===== src/rtl/dsm_if_pkg.sv =====
package dsm_if_pkg;

    // default width of the half-period configuration
    parameter int unsigned DEF_DIV_W = 8;
    // default synchronizer depth
    parameter int unsigned DEF_SYNC_STAGES = 2;

    // capture-side state: falling-edge phase, strobe and held bit
    typedef struct packed {
        logic phase;
        logic valid;
        logic bit_val;
    } cap_state_t;

endpackage


===== src/rtl/dsm_clk_div.sv =====
module dsm_clk_div #(
    parameter int unsigned DIV_W = dsm_if_pkg::DEF_DIV_W
) (
    input  logic             clk,
    input  logic             rst_n,
    input  logic [DIV_W-1:0] half_div,
    output logic             mclk,
    output logic             fall_next
);

    typedef struct packed {
        logic [DIV_W-1:0] cnt;
        logic             lvl;
    } div_state_t;

    div_state_t st_d, st_q;
    logic [DIV_W-1:0] eff_half;
    logic             wrap;

    always_comb begin
        eff_half  = (half_div == '0) ? {{(DIV_W-1){1'b0}}, 1'b1} : half_div;
        wrap      = (st_q.cnt >= eff_half - 1'b1);
        fall_next = wrap & st_q.lvl;
        st_d      = st_q;
        if (wrap) begin
            st_d.cnt = '0;
            st_d.lvl = ~st_q.lvl;
        end else begin
            st_d.cnt = st_q.cnt + 1'b1;
        end
    end

    always_ff @(posedge clk or negedge rst_n) begin
        if (!rst_n) st_q <= '0;
        else        st_q <= st_d;
    end

    assign mclk = st_q.lvl;

    // the phase counter never leaves the configured half-period
    assert_cnt_bound_R2: assert property (@(posedge clk) disable iff (!rst_n)
        st_q.cnt < eff_half);

endmodule


===== src/rtl/dsm_sync.sv =====
module dsm_sync #(
    parameter int unsigned STAGES = dsm_if_pkg::DEF_SYNC_STAGES
) (
    input  logic clk,
    input  logic rst_n,
    input  logic din,
    output logic dout
);

    logic [STAGES-1:0] sr_d, sr_q;

    for (genvar i = 0; i < STAGES; i++) begin : g_stage
        if (i == 0) begin : g_first
            assign sr_d[i] = din;
        end else begin : g_next
            assign sr_d[i] = sr_q[i-1];
        end
    end

    always_ff @(posedge clk or negedge rst_n) begin
        if (!rst_n) sr_q <= '0;
        else        sr_q <= sr_d;
    end

    assign dout = sr_q[STAGES-1];

endmodule


===== src/rtl/dsm_capture.sv =====
module dsm_capture
    import dsm_if_pkg::*;
(
    input  logic clk,
    input  logic rst_n,
    input  logic fall_next,
    input  logic sync_bit,
    input  logic mclk,
    output logic bit_out,
    output logic bit_valid
);

    cap_state_t st_d, st_q;

    always_comb begin
        st_d       = st_q;
        st_d.valid = 1'b0;
        if (fall_next) begin
            st_d.phase = ~st_q.phase;
            if (st_q.phase) begin
                st_d.valid   = 1'b1;
                st_d.bit_val = sync_bit;
            end
        end
    end

    always_ff @(posedge clk or negedge rst_n) begin
        if (!rst_n) st_q <= '0;
        else        st_q <= st_d;
    end

    assign bit_out   = st_q.bit_val;
    assign bit_valid = st_q.valid;

    // a strobe only appears while the generated clock has just fallen
    assert_strobe_clk_low_R4: assert property (@(posedge clk) disable iff (!rst_n)
        bit_valid |-> !mclk);

    // the strobe lasts a single cycle
    assert_strobe_single_R5: assert property (@(posedge clk) disable iff (!rst_n)
        bit_valid |=> !bit_valid);

    // the delivered bit changes only together with a strobe
    assert_bit_hold_R6: assert property (@(posedge clk) disable iff (!rst_n)
        !bit_valid |-> $stable(bit_out));

endmodule


===== src/rtl/dsm_bitstream_if.sv =====
module dsm_bitstream_if #(
    parameter int unsigned DIV_W       = dsm_if_pkg::DEF_DIV_W,
    parameter int unsigned SYNC_STAGES = dsm_if_pkg::DEF_SYNC_STAGES
) (
    input  logic             clk,
    input  logic             rst_n,
    input  logic [DIV_W-1:0] half_div,
    input  logic             mod_data,
    output logic             mod_clk,
    output logic [1:0]       mode_sel,
    output logic             bit_out,
    output logic             bit_valid
);

    logic fall_next;
    logic sync_bit;

    // external-clock mode selected by driving both pins high
    assign mode_sel = 2'b11;

    dsm_clk_div #(.DIV_W(DIV_W)) u_div (
        .clk       (clk),
        .rst_n     (rst_n),
        .half_div  (half_div),
        .mclk      (mod_clk),
        .fall_next (fall_next)
    );

    dsm_sync #(.STAGES(SYNC_STAGES)) u_sync (
        .clk   (clk),
        .rst_n (rst_n),
        .din   (mod_data),
        .dout  (sync_bit)
    );

    dsm_capture u_cap (
        .clk       (clk),
        .rst_n     (rst_n),
        .fall_next (fall_next),
        .sync_bit  (sync_bit),
        .mclk      (mod_clk),
        .bit_out   (bit_out),
        .bit_valid (bit_valid)
    );

endmodule


===== config.mk =====
export PLATFORM = sky130hd
export DESIGN_NAME = dsm_bitstream_if
export DESIGN_NICKNAME = d
export VERILOG_FILES = /design/src/rtl/dsm_if_pkg.sv /design/src/rtl/dsm_clk_div.sv /design/src/rtl/dsm_sync.sv /design/src/rtl/dsm_capture.sv /design/src/rtl/dsm_bitstream_if.sv
export SDC_FILE = /design/constraint.sdc
export NUM_CORES = 1
export LEC_CHECK = 0
export BUFFER_PORTS_ARGS = -buffer_cell sky130_fd_sc_hd__buf_4
export CAP_MARGIN = 20
export CORE_UTILIZATION = 60
export CTS_BUF_LIST = sky130_fd_sc_hd__clkbuf_8
export DETAILED_ROUTE_END_ITERATION = 8
export PLACE_DENSITY = 0.88
export SYNTH_ARGS = -nofsm -noshare
export SYNTH_HDL_FRONTEND = slang
export SYNTH_SLANG_ARGS = --single-unit

===== constraint.sdc =====
create_clock -name clk -period 5.9 [get_ports clk]
set_clock_uncertainty 0.1 [all_clocks]
set_input_delay 1.18 -clock clk [delete_from_list [all_inputs] [get_ports clk]]
set_output_delay 1.18 -clock clk [all_outputs]
set_load 0.005 [all_outputs]

==> results of run 1 <==
==> cells by family (layout without fill, tap and decap cells) <==
group	after synthesis	count (layout)	synth area share
AOI/OAI and AO/OA	8	8	0.0692
buffers and inverters	7	22	0.0412
adders and majority gates	10	10	0.147
and+or+nand+nor	28	28	0.174
DFF	14	14	0.412
muxes	1	1	0.0177
other	1	2	0.00441
xor gates and xnor gates	13	13	0.134
==> Yosys cell counts <==
library cell	count	area share
sky130_fd_sc_hd__a2111oi_2	1	0.018
sky130_fd_sc_hd__a21oi_1	3	0.018
sky130_fd_sc_hd__and3_1	2	0.015
sky130_fd_sc_hd__and3_4	1	0.013
sky130_fd_sc_hd__buf_2	1	0.0059
sky130_fd_sc_hd__buf_4	2	0.018
sky130_fd_sc_hd__conb_1	1	0.0044
sky130_fd_sc_hd__dfrtp_1	14	0.41
sky130_fd_sc_hd__ha_1	10	0.15
sky130_fd_sc_hd__inv_1	4	0.018
sky130_fd_sc_hd__mux2_4	1	0.018
sky130_fd_sc_hd__nand2_1	4	0.018
sky130_fd_sc_hd__nand2b_1	1	0.0074
sky130_fd_sc_hd__nand3_1	5	0.029
sky130_fd_sc_hd__nor2_1	10	0.044
sky130_fd_sc_hd__nor3_1	1	0.0059
sky130_fd_sc_hd__nor3_2	1	0.012
sky130_fd_sc_hd__nor4_1	1	0.0074
sky130_fd_sc_hd__o21a_1	2	0.018
sky130_fd_sc_hd__o21ai_0	1	0.0059
sky130_fd_sc_hd__o41ai_1	1	0.010
sky130_fd_sc_hd__or4_1	1	0.0088
sky130_fd_sc_hd__or4_4	1	0.013
sky130_fd_sc_hd__xnor2_1	6	0.062
sky130_fd_sc_hd__xor2_1	7	0.072
==> sequential cells by signal, summed over array words and instances, names as in the netlist <==
register         flops
u_cap.bit_valid      1
u_div.st_q           8
u_sync.sr_q          2
u_cap.st_q           1
u_div.mclk           1
u_cap.bit_out        1
==> metal layers <==
metal | wire (microns) | part of all wire
met5 | 0 | 0
met4 | 46 | 0.027
met2 | 896 | 0.53
met1 | 664 | 0.40
met3 | 68 | 0.041
==> final timing paths <==
kind,from,endpoint,slack [ns]
setup reg to reg,u_div.st_q[1]$_DFF_PN0_,u_cap.bit_out$_DFFE_PN0P_,3.60
max in group asynchronous,rst_n,u_cap.bit_valid$_DFF_PN0_,4.86
setup / recovery,half_div[4],u_cap.bit_out$_DFFE_PN0P_,1.82
hold reg to reg,u_sync.sr_q[0]$_DFF_PN0_,u_sync.sr_q[1]$_DFF_PN0_,0.29
hold / removal,u_sync.sr_q[0]$_DFF_PN0_,u_sync.sr_q[1]$_DFF_PN0_,0.29
min in group asynchronous,rst_n,u_div.st_q[3]$_DFF_PN0_,0.67
==> worst max-delay path: cells and delay by family <==
family / cells / cell delay [ns]
AOI/OAI and AO/OA: 2 / 0.48
xor gates and xnor gates: 1 / 0.13
adders and majority gates: 2 / 0.50
buffers and inverters: 2 / 0.36
muxes: 1 / 0.30
and+or+nand+nor: 6 / 1.15
==> report_power, final <==
group	switching, mW	internal, mW	total [mW]
Clock	0.0335	0.0591	0.0926
Sequential	0.0413	0.130	0.171
Combinational	0.0690	0.0755	0.145
==> cell usage in the layout (no fill, tap or decap), drive strengths merged <==
| cell | n |
|---|---|
| o21a | 2 |
| o41ai | 1 |
| nand2 | 4 |
| nand2b | 1 |
| xor2 | 7 |
| nor3 | 2 |
| and3 | 3 |
| o21ai | 1 |
| inv | 4 |
| dfrtp | 14 |
| xnor2 | 6 |
| nor4 | 1 |
| clkbuf | 4 |
| nor2 | 10 |
| or4 | 2 |
| a2111oi | 1 |
| conb | 2 |
| mux2 | 1 |
| a21oi | 3 |
| buf | 14 |
| ha | 10 |
| nand3 | 5 |
==> final cells by class <==
type,count,area share
flip-flops and latches,14,0.346
well taps,15,0.0185
inverters,4,0.0148
multi-input cells,62,0.462
repair buffers,14,0.104
clock buffers,4,0.0544
==> results_dict.tcl, run 1 <==
set metrics [dict create \
    final_area_sq_mm 0.00101 \
    worstSkewPairLatency_ns 0.24 \
    grt_start_max_net_pins 15 \
    ff_latch_area_sq_um 350 \
    drt_first_pass_iters 4 \
    pre_cts_slack_ns 1.57 \
    design_power_total_uw 408 \
    antenna_cells_inserted 0 \
    fp.dieW_microns 39.6 \
    fp.dieH_microns 39.6 \
    critical_path.slowest_cell "sky130_fd_sc_hd__or4_1" \
    final.period_utilization 0.691 \
    post-route-worst-setup-slack_ns 1.82 \
    port_buffers 13 \
    multi_input_comb_area_sq_um 468 \
    cellLeakagePower_nw 0.496 \
    final_max_slew_viols 0 \
    post_place_cells 109 \
    tritoncts "built" \
    via_count 652 \
    detailedPlacementHpwl_microns 1250 \
    crit_required_ns 5.93 \
    maxCapViolCount 0 \
    groute.layer.met3.usage 0.0568 \
    postSynthCellCount 82 \
    gr-max-usage-layer "met2" \
    first_iter_violations 8 \
    peakVddDrop_mv 0.293 \
    routed_wirelength_microns 1680 \
    synth_area_sq_um 850 \
    synth.yosys.seq_area_share 0.412 \
    synthDistinctLibCells 25 \
    clockBufferDepth 2 \
    ctsRootBufferMaster "sky130_fd_sc_hd__clkbuf_8" \
    n_fill_cell 90 \
    post_cts_hold_buffer_count 0 \
    yosys_warnings 0 \
    overflow 0 \
    r2r.worst_path.cells 8 \
    outcome "completed" \
    placedInstanceArea_sq_um 957 \
    die-area_sq_mm 0.00157 \
    min_delay_path_depth 0 \
    final_cell_count_no_fill 113 \
    syn_to_final_growth_pct 19.1 \
    post_layout_min_period_ns 4.08 \
    detail_route.wl_per_cell_microns 14.8 \
    cp_data_arrival_time_ns 4.11 \
    core_area_sq_mm 0.00130 \
    clk_pin_slew_worst_setup_hold_paths_ns 0.06 \
    place_congestion 0.801 \
    cts-buffers-inserted 3 \
    critical_path.max_stage_delay_ns 0.55 \
    grtUsageMet2 0.475 \
    drc 0 \
    fin_hold_ws_ns 0.285 \
    cellPowerDensity_mw_per_mm2 403 \
    critical_path_peak_fanout 11 \
    finalSetupTns_ns 0 \
    synth-seq-cells 14 \
    layout.core_utilization 0.778 \
    num_io_pins 16 \
    post_cts_resize_count 0 \
    timing.setup.critical_path_class "in2reg" \
    starting_density_of_the_core 0.653 \
    detail_route.vias_per_cell 5.77 \
    crit_path_start_kind "input port" \
    worst_hold_path_type "reg2reg" \
    grt_util_met1 0.283 \
    clkSinkCount 14 \
    rows 13 \
    drtAntennaViolNets 0 \
    setup_viol_count_final 0 \
    ctsHtreeMaxLevel 1 \
    post_route_cells_drive_above_1_share 0.235 \
    track_usage 0.263 \
    grt_setup_unrepaired "false" \
    worstPathCellList "buf_4 > or4_1 > nor3_2 > a21oi_1 > ha_1 > nand2_1 > nor4_1 > xnor2_1 > ha_1 > nand2_1 > o41ai_1 > buf_4 > and3_4 > mux2_4" \
    cts_setup_buffers 0 \
    grt_pass1_wl_microns 2570 \
    final_number_of_hold_violating_endpoints 0 \
    final_stage_net_count 120 \
    critical_path.endpoint_type "register" \
    first_global_vias 594 \
    syn-mean-instance-area_sq_um 10.4 \
    antenna_violations_before_repair 0 \
    clock.fmax_mhz 245 \
]
(Power assumes the default switching activity.)
==> inputs of run 2 (changes only) <==
--- a/config.mk
+++ b/config.mk
@@ -7,10 +7,10 @@
 export LEC_CHECK = 0
 export BUFFER_PORTS_ARGS = -buffer_cell sky130_fd_sc_hd__buf_4
 export CAP_MARGIN = 20
-export CORE_UTILIZATION = 60
+export CORE_UTILIZATION = 56
 export CTS_BUF_LIST = sky130_fd_sc_hd__clkbuf_8
 export DETAILED_ROUTE_END_ITERATION = 8
-export PLACE_DENSITY = 0.88
+export PLACE_DENSITY = 0.83
 export SYNTH_ARGS = -nofsm -noshare
 export SYNTH_HDL_FRONTEND = slang
 export SYNTH_SLANG_ARGS = --single-unit
==> constraint.sdc (replaced) <==
create_clock -name clk -period 4.2 [get_ports clk]
set_clock_uncertainty 0.1 [all_clocks]
set_input_delay 0.84 -clock clk [delete_from_list [all_inputs] [get_ports clk]]
set_output_delay 0.84 -clock clk [all_outputs]
set_load 0.005 [all_outputs]
==> run 2 against run 1 <==
Compared with the run above:
- sequential power up 38%
- global-route usage down 3.1 points
- critical path type unchanged
- first-iteration DRC count down 50%
- flip-flop and latch count unchanged
==> results_dict.tcl, run 2 (synthesis gave the netlist of run 1 again) <==
set metrics [dict create \
    ctsRootBufferMaster "sky130_fd_sc_hd__clkbuf_8" \
    clock.fmax_mhz 272 \
    finalSetupTns_ns 0 \
    critical_path.endpoint_type "register" \
    cts_setup_buffers 0 \
    tritoncts "built" \
    grt_setup_unrepaired "false" \
    critical_path.max_stage_delay_ns 0.56 \
    final_cell_mix "sky130_fd_sc_hd__buf_4, sky130_fd_sc_hd__dfrtp_1, sky130_fd_sc_hd__nor2_1, sky130_fd_sc_hd__ha_1, sky130_fd_sc_hd__xor2_1" \
    overflow 0 \
    final_number_of_hold_violating_endpoints 0 \
    grt_pass1_wl_microns 2310 \
    fin_hold_ws_ns 0.253 \
    drt_first_pass_iters 3 \
    grt_start_max_net_pins 15 \
    antenna_violations_before_repair 0 \
    die-area_sq_mm 0.00168 \
    cellPowerDensity_mw_per_mm2 553 \
    ctsHtreeMaxLevel 1 \
    detailedPlacementHpwl_microns 1190 \
    first_global_vias 550 \
    final_max_slew_viols 0 \
    post_layout_min_period_ns 3.68 \
    final_stage_net_count 120 \
    via_count 598 \
    drc 0 \
    cp_data_arrival_time_ns 3.71 \
    maxCapViolCount 0 \
    reg.largest.list "u_div.st_q: 8 flops, u_sync.sr_q: 2 flops" \
    critical_path.slowest_cell "sky130_fd_sc_hd__or4_1" \
    critPathBufInv 1 \
    drtAntennaViolNets 0 \
    place_congestion 0.748 \
    clkSinkCount 14 \
    outcome "completed" \
    rows 13 \
    n_fill_cell 89 \
    first_iter_violations 4 \
    post_route_cells_drive_above_1_share 0.235 \
    fp.dieH_microns 41.0 \
    core_area_sq_mm 0.00135 \
    final.period_utilization 0.876 \
    crit_path_start_kind "input port" \
    largest_register "u_div.st_q" \
    crit_required_ns 4.23 \
    clockBufferDepth 2 \
    routed_wirelength_microns 1470 \
    design_power_total_uw 560 \
    post-route-worst-setup-slack_ns 0.519 \
    pre_cts_slack_ns 0.274 \
    post_place_cells 109 \
    post_cts_hold_buffer_count 0 \
    detail_route.vias_per_cell 5.29 \
    track_usage 0.232 \
    final_cell_count_no_fill 113 \
    largest_register_ff_count 8 \
    antenna_cells_inserted 0 \
    cellLeakagePower_nw 0.496 \
    clk_pin_slew_worst_setup_hold_paths_ns 0.06 \
    worst_hold_path_type "reg2reg" \
    worstSkewPairLatency_ns 0.24 \
    cts-buffers-inserted 3 \
    worstPathCellList "buf_4 > or4_1 > nor3_2 > a21oi_1 > ha_1 > nand2_1 > nor4_1 > xnor2_1 > ha_1 > nand2_1 > o41ai_1 > and3_4 > mux2_4" \
    detail_route.wl_per_cell_microns 13.0 \
    fp.dieW_microns 41.0 \
    peakVddDrop_mv 0.507 \
    cp_top_family "simple AND/OR/NAND/NOR gates" \
    port_buffers 13 \
    timing.setup.critical_path_class "in2reg" \
    syn_to_final_growth_pct 19.1 \
    starting_density_of_the_core 0.629 \
    num_io_pins 16 \
    post_cts_resize_count 0 \
    setup_viol_count_final 0 \
    critical_path_peak_fanout 4 \
]
==> run 2: cell counts in the layout (fill, tap and decap cells not counted) <==
No cell type changed its count.
==> run 2: layer usage <==
metal / wire length (microns) / GRT usage
met5: 0 / 0
met4: 0 / 0.0750
met2: 740 / 0.383
met1: 665 / 0.270
met3: 60 / 0.0978
==> run 2: final timing paths <==
path,slack [ns],endpoint,cells past startpoint,start
setup / recovery,0.52,u_cap.bit_out$_DFFE_PN0P_,13,half_div[4]
hold / removal,0.25,u_sync.sr_q[1]$_DFF_PN0_,0,u_sync.sr_q[0]$_DFF_PN0_
setup reg to reg,2.05,u_cap.bit_out$_DFFE_PN0P_,7,u_div.st_q[1]$_DFF_PN0_
hold reg to reg,0.25,u_sync.sr_q[1]$_DFF_PN0_,0,u_sync.sr_q[0]$_DFF_PN0_
max in group asynchronous,3.50,u_div.st_q[4]$_DFF_PN0_,1,rst_n
min in group asynchronous,0.33,u_cap.bit_valid$_DFF_PN0_,1,rst_n
==> run 2: final cells by class <==
class	count	area [sq um]	share of cell area
Multi-Input combinational cell	62	468	0.462
Timing Repair Buffer	14	105	0.104
Tap cell	15	18.8	0.0185
Clock buffer	4	55.1	0.0544
Sequential cell	14	350	0.346
Inverter	4	15.0	0.0148
==> run 2: power by group <==
group,total (mW),internal (mW),switching [mW]
combinational,0.196,0.105,0.0906
clock,0.128,0.0829,0.0453
sequential,0.236,0.182,0.0535
total,0.560,0.370,0.189
==> run 2: metrics by stage <==
| stage | util | instance area [sq um] |
|---|---|---|
| finish | 0.750 | 1010 |
| detailed placement | 0.709 | 957 |
| global placement | 0.709 | 957 |
| floorplan | - | 853 |
| CTS | 0.750 | 1010 |
| global route | 0.750 | 1010 |
==> inputs of run 3 (changes only) <==
--- a/config.mk
+++ b/config.mk
@@ -8,9 +8,10 @@
 export BUFFER_PORTS_ARGS = -buffer_cell sky130_fd_sc_hd__buf_4
 export CAP_MARGIN = 20
 export CORE_UTILIZATION = 56
-export CTS_BUF_LIST = sky130_fd_sc_hd__clkbuf_8
+export CTS_BUF_LIST = sky130_fd_sc_hd__clkbuf_2 sky130_fd_sc_hd__clkbuf_4 sky130_fd_sc_hd__clkbuf_8
 export DETAILED_ROUTE_END_ITERATION = 8
 export PLACE_DENSITY = 0.83
+export REMOVE_ABC_BUFFERS = 1
 export SYNTH_ARGS = -nofsm -noshare
 export SYNTH_HDL_FRONTEND = slang
 export SYNTH_SLANG_ARGS = --single-unit
==> run 3 against run 2 <==
Compared with the run above:
- register-to-register slack about the same
- design area decreased by 1.9%
- worst hold slack better by 0.032 ns
- critical path depth did not move
- routed wire length is 2.9% higher
- sequential power hardly changed
- sequential share of layout area rose by 0.65 points
- flip-flop and latch count did not move
- die area is the same
- non-clock buffer count stayed put
- largest cell class unchanged
- highest routed layer is now met4
==> results_dict.tcl, run 3 (synthesis gave the netlist of run 1 again) <==
set metrics [dict create \
    critical_path.endpoint_type "register" \
    ctsRootBufferMaster "sky130_fd_sc_hd__clkbuf_4" \
    post_cts_hold_buffer_count 0 \
    fp.dieH_microns 41.0 \
    cp_data_arrival_time_ns 3.62 \
    largest_register "u_div.st_q" \
    grtUsageMet2 0.383 \
    final_cell_count_no_fill 113 \
    overflow 0 \
    gr-max-usage-layer "met2" \
    port_buffers 13 \
    rows 13 \
    post_layout_min_period_ns 3.55 \
    design_power_total_uw 532 \
    cellPowerDensity_mw_per_mm2 535 \
    timing.setup.critical_path_class "in2reg" \
    fp.dieW_microns 41.0 \
    reg.largest.list "u_div.st_q: 8 flops, u_sync.sr_q: 2 flops" \
    internal-power_uw 340 \
    layout.core_utilization 0.736 \
    peakVddDrop_mv 0.355 \
    n_fill_cell 99 \
    final_max_slew_viols 0 \
    die-area_sq_mm 0.00168 \
    place_congestion 0.753 \
    drt_first_pass_iters 4 \
    critical_path.slowest_cell "sky130_fd_sc_hd__or4_1" \
    grt_pass1_wl_microns 2340 \
    largest_register_ff_count 8 \
    grt_start_max_net_pins 15 \
    maxCapViolCount 0 \
    clock.fmax_mhz 282 \
    p_seq_frac 0.440 \
    crit_required_ns 4.27 \
    pre_cts_slack_ns 0.321 \
    groute.layer.met3.usage 0.0652 \
    antenna_cells_inserted 0 \
    starting_density_of_the_core 0.629 \
    critical_path_peak_fanout 4 \
    outcome "completed" \
    critical_path.max_stage_delay_ns 0.55 \
    worstPathCellList "buf_4 > or4_1 > nor3_2 > a21oi_1 > ha_1 > nand2_1 > nor4_1 > xnor2_1 > ha_1 > nand2_1 > o41ai_1 > and3_4 > mux2_4" \
    detail_route.vias_per_cell 5.41 \
    detailedPlacementHpwl_microns 1200 \
    drtAntennaViolNets 0 \
    crit_path_start_kind "input port" \
    post_cts_resize_count 0 \
    tritoncts "built" \
    final_cell_mix "sky130_fd_sc_hd__buf_4, sky130_fd_sc_hd__dfrtp_1, sky130_fd_sc_hd__nor2_1, sky130_fd_sc_hd__ha_1, sky130_fd_sc_hd__xor2_1" \
    post_route_cells_drive_above_1_share 0.235 \
    final.period_utilization 0.845 \
    grt_util_met1 0.253 \
    routed_wirelength_microns 1510 \
    cts-buffers-inserted 3 \
    final_number_of_hold_violating_endpoints 0 \
    final_stage_net_count 120 \
    first_iter_violations 5 \
    drc 0 \
    power.share.combinational 0.377 \
    clk_pin_slew_worst_setup_hold_paths_ns 0.09 \
    first_global_vias 583 \
    setup_viol_count_final 0 \
    track_usage 0.224 \
    core_area_sq_mm 0.00135 \
    finalSetupTns_ns 0 \
    switching_share 0.361 \
    via_count 611 \
    grt_setup_unrepaired "false" \
    antenna_violations_before_repair 0 \
    clockBufferDepth 2 \
    cellLeakagePower_nw 0.489 \
    ctsHtreeMaxLevel 1 \
    syn_to_final_growth_pct 16.9 \
    share_clk_of_total_power 0.183 \
    worstSkewPairLatency_ns 0.28 \
    num_io_pins 16 \
    worst_hold_path_type "in2async" \
    p_sw_uw 192 \
    clkSinkCount 14 \
    detail_route.wl_per_cell_microns 13.3 \
    cts_setup_buffers 0 \
    post-route-worst-setup-slack_ns 0.650 \
    post_place_cells 109 \
]
## run 3: through the flow
stage / hold slack [ns] / instance area [sq um]
floorplan: 0.231 / 833
finish: 0.284 / 993
detailed placement: 0.253 / 957
CTS: 0.278 / 993
global route: 0.283 / 993
global placement: 0.236 / 957
## run 3: metal layers
layer	wire length, microns	vias up
li1	-	308
met1	678	288
met2	758	13
met3	60	2
met4	11	0
met5	0	-
## run 3: worst max-delay path, delay by kind of cell
kind / cells / cell delay (ns)
multiplexers: 1 / 0.29
XOR/XNOR: 1 / 0.12
AND/OR/NAND/NOR: 6 / 1.17
AO/OA/AOI/OAI: 2 / 0.59
buffers and inverters: 1 / 0.12
adder cells (fa/ha/maj): 2 / 0.48
## run 3: path summary, 6_finish.rpt
path	start	slack, ns	cells past startpoint	end
worst max-delay path	half_div[4]	0.65	13	u_cap.bit_out$_DFFE_PN0P_
worst min-delay path	rst_n	0.28	1	u_div.st_q[3]$_DFF_PN0_
worst max register to register	u_div.st_q[1]$_DFF_PN0_	2.06	7	u_cap.bit_out$_DFFE_PN0P_
worst min register to register	u_sync.sr_q[0]$_DFF_PN0_	0.29	0	u_sync.sr_q[1]$_DFF_PN0_
max in group asynchronous	rst_n	3.55	1	u_cap.bit_out$_DFFE_PN0P_
min in group clk	u_sync.sr_q[0]$_DFF_PN0_	0.29	0	u_sync.sr_q[1]$_DFF_PN0_
## run 3: area by class of cell
class,count,area (sq um),area share
timing repair buffer,14,105,0.106
clock buffer,4,36.3,0.0365
sequential,14,350,0.353
multi-input combinational,62,468,0.471
inverter,4,15.0,0.0151
tap,15,18.8,0.0189
## run 3: power groups by stage
stage	sequential, mW	combinational (mW)	clock [mW]
floorplan	0.223	0.142	0
global placement	0.234	0.187	0
detailed placement	0.236	0.200	0
CTS	0.233	0.203	0.0994
global route	0.242	0.226	0.108
finish	0.234	0.200	0.0976
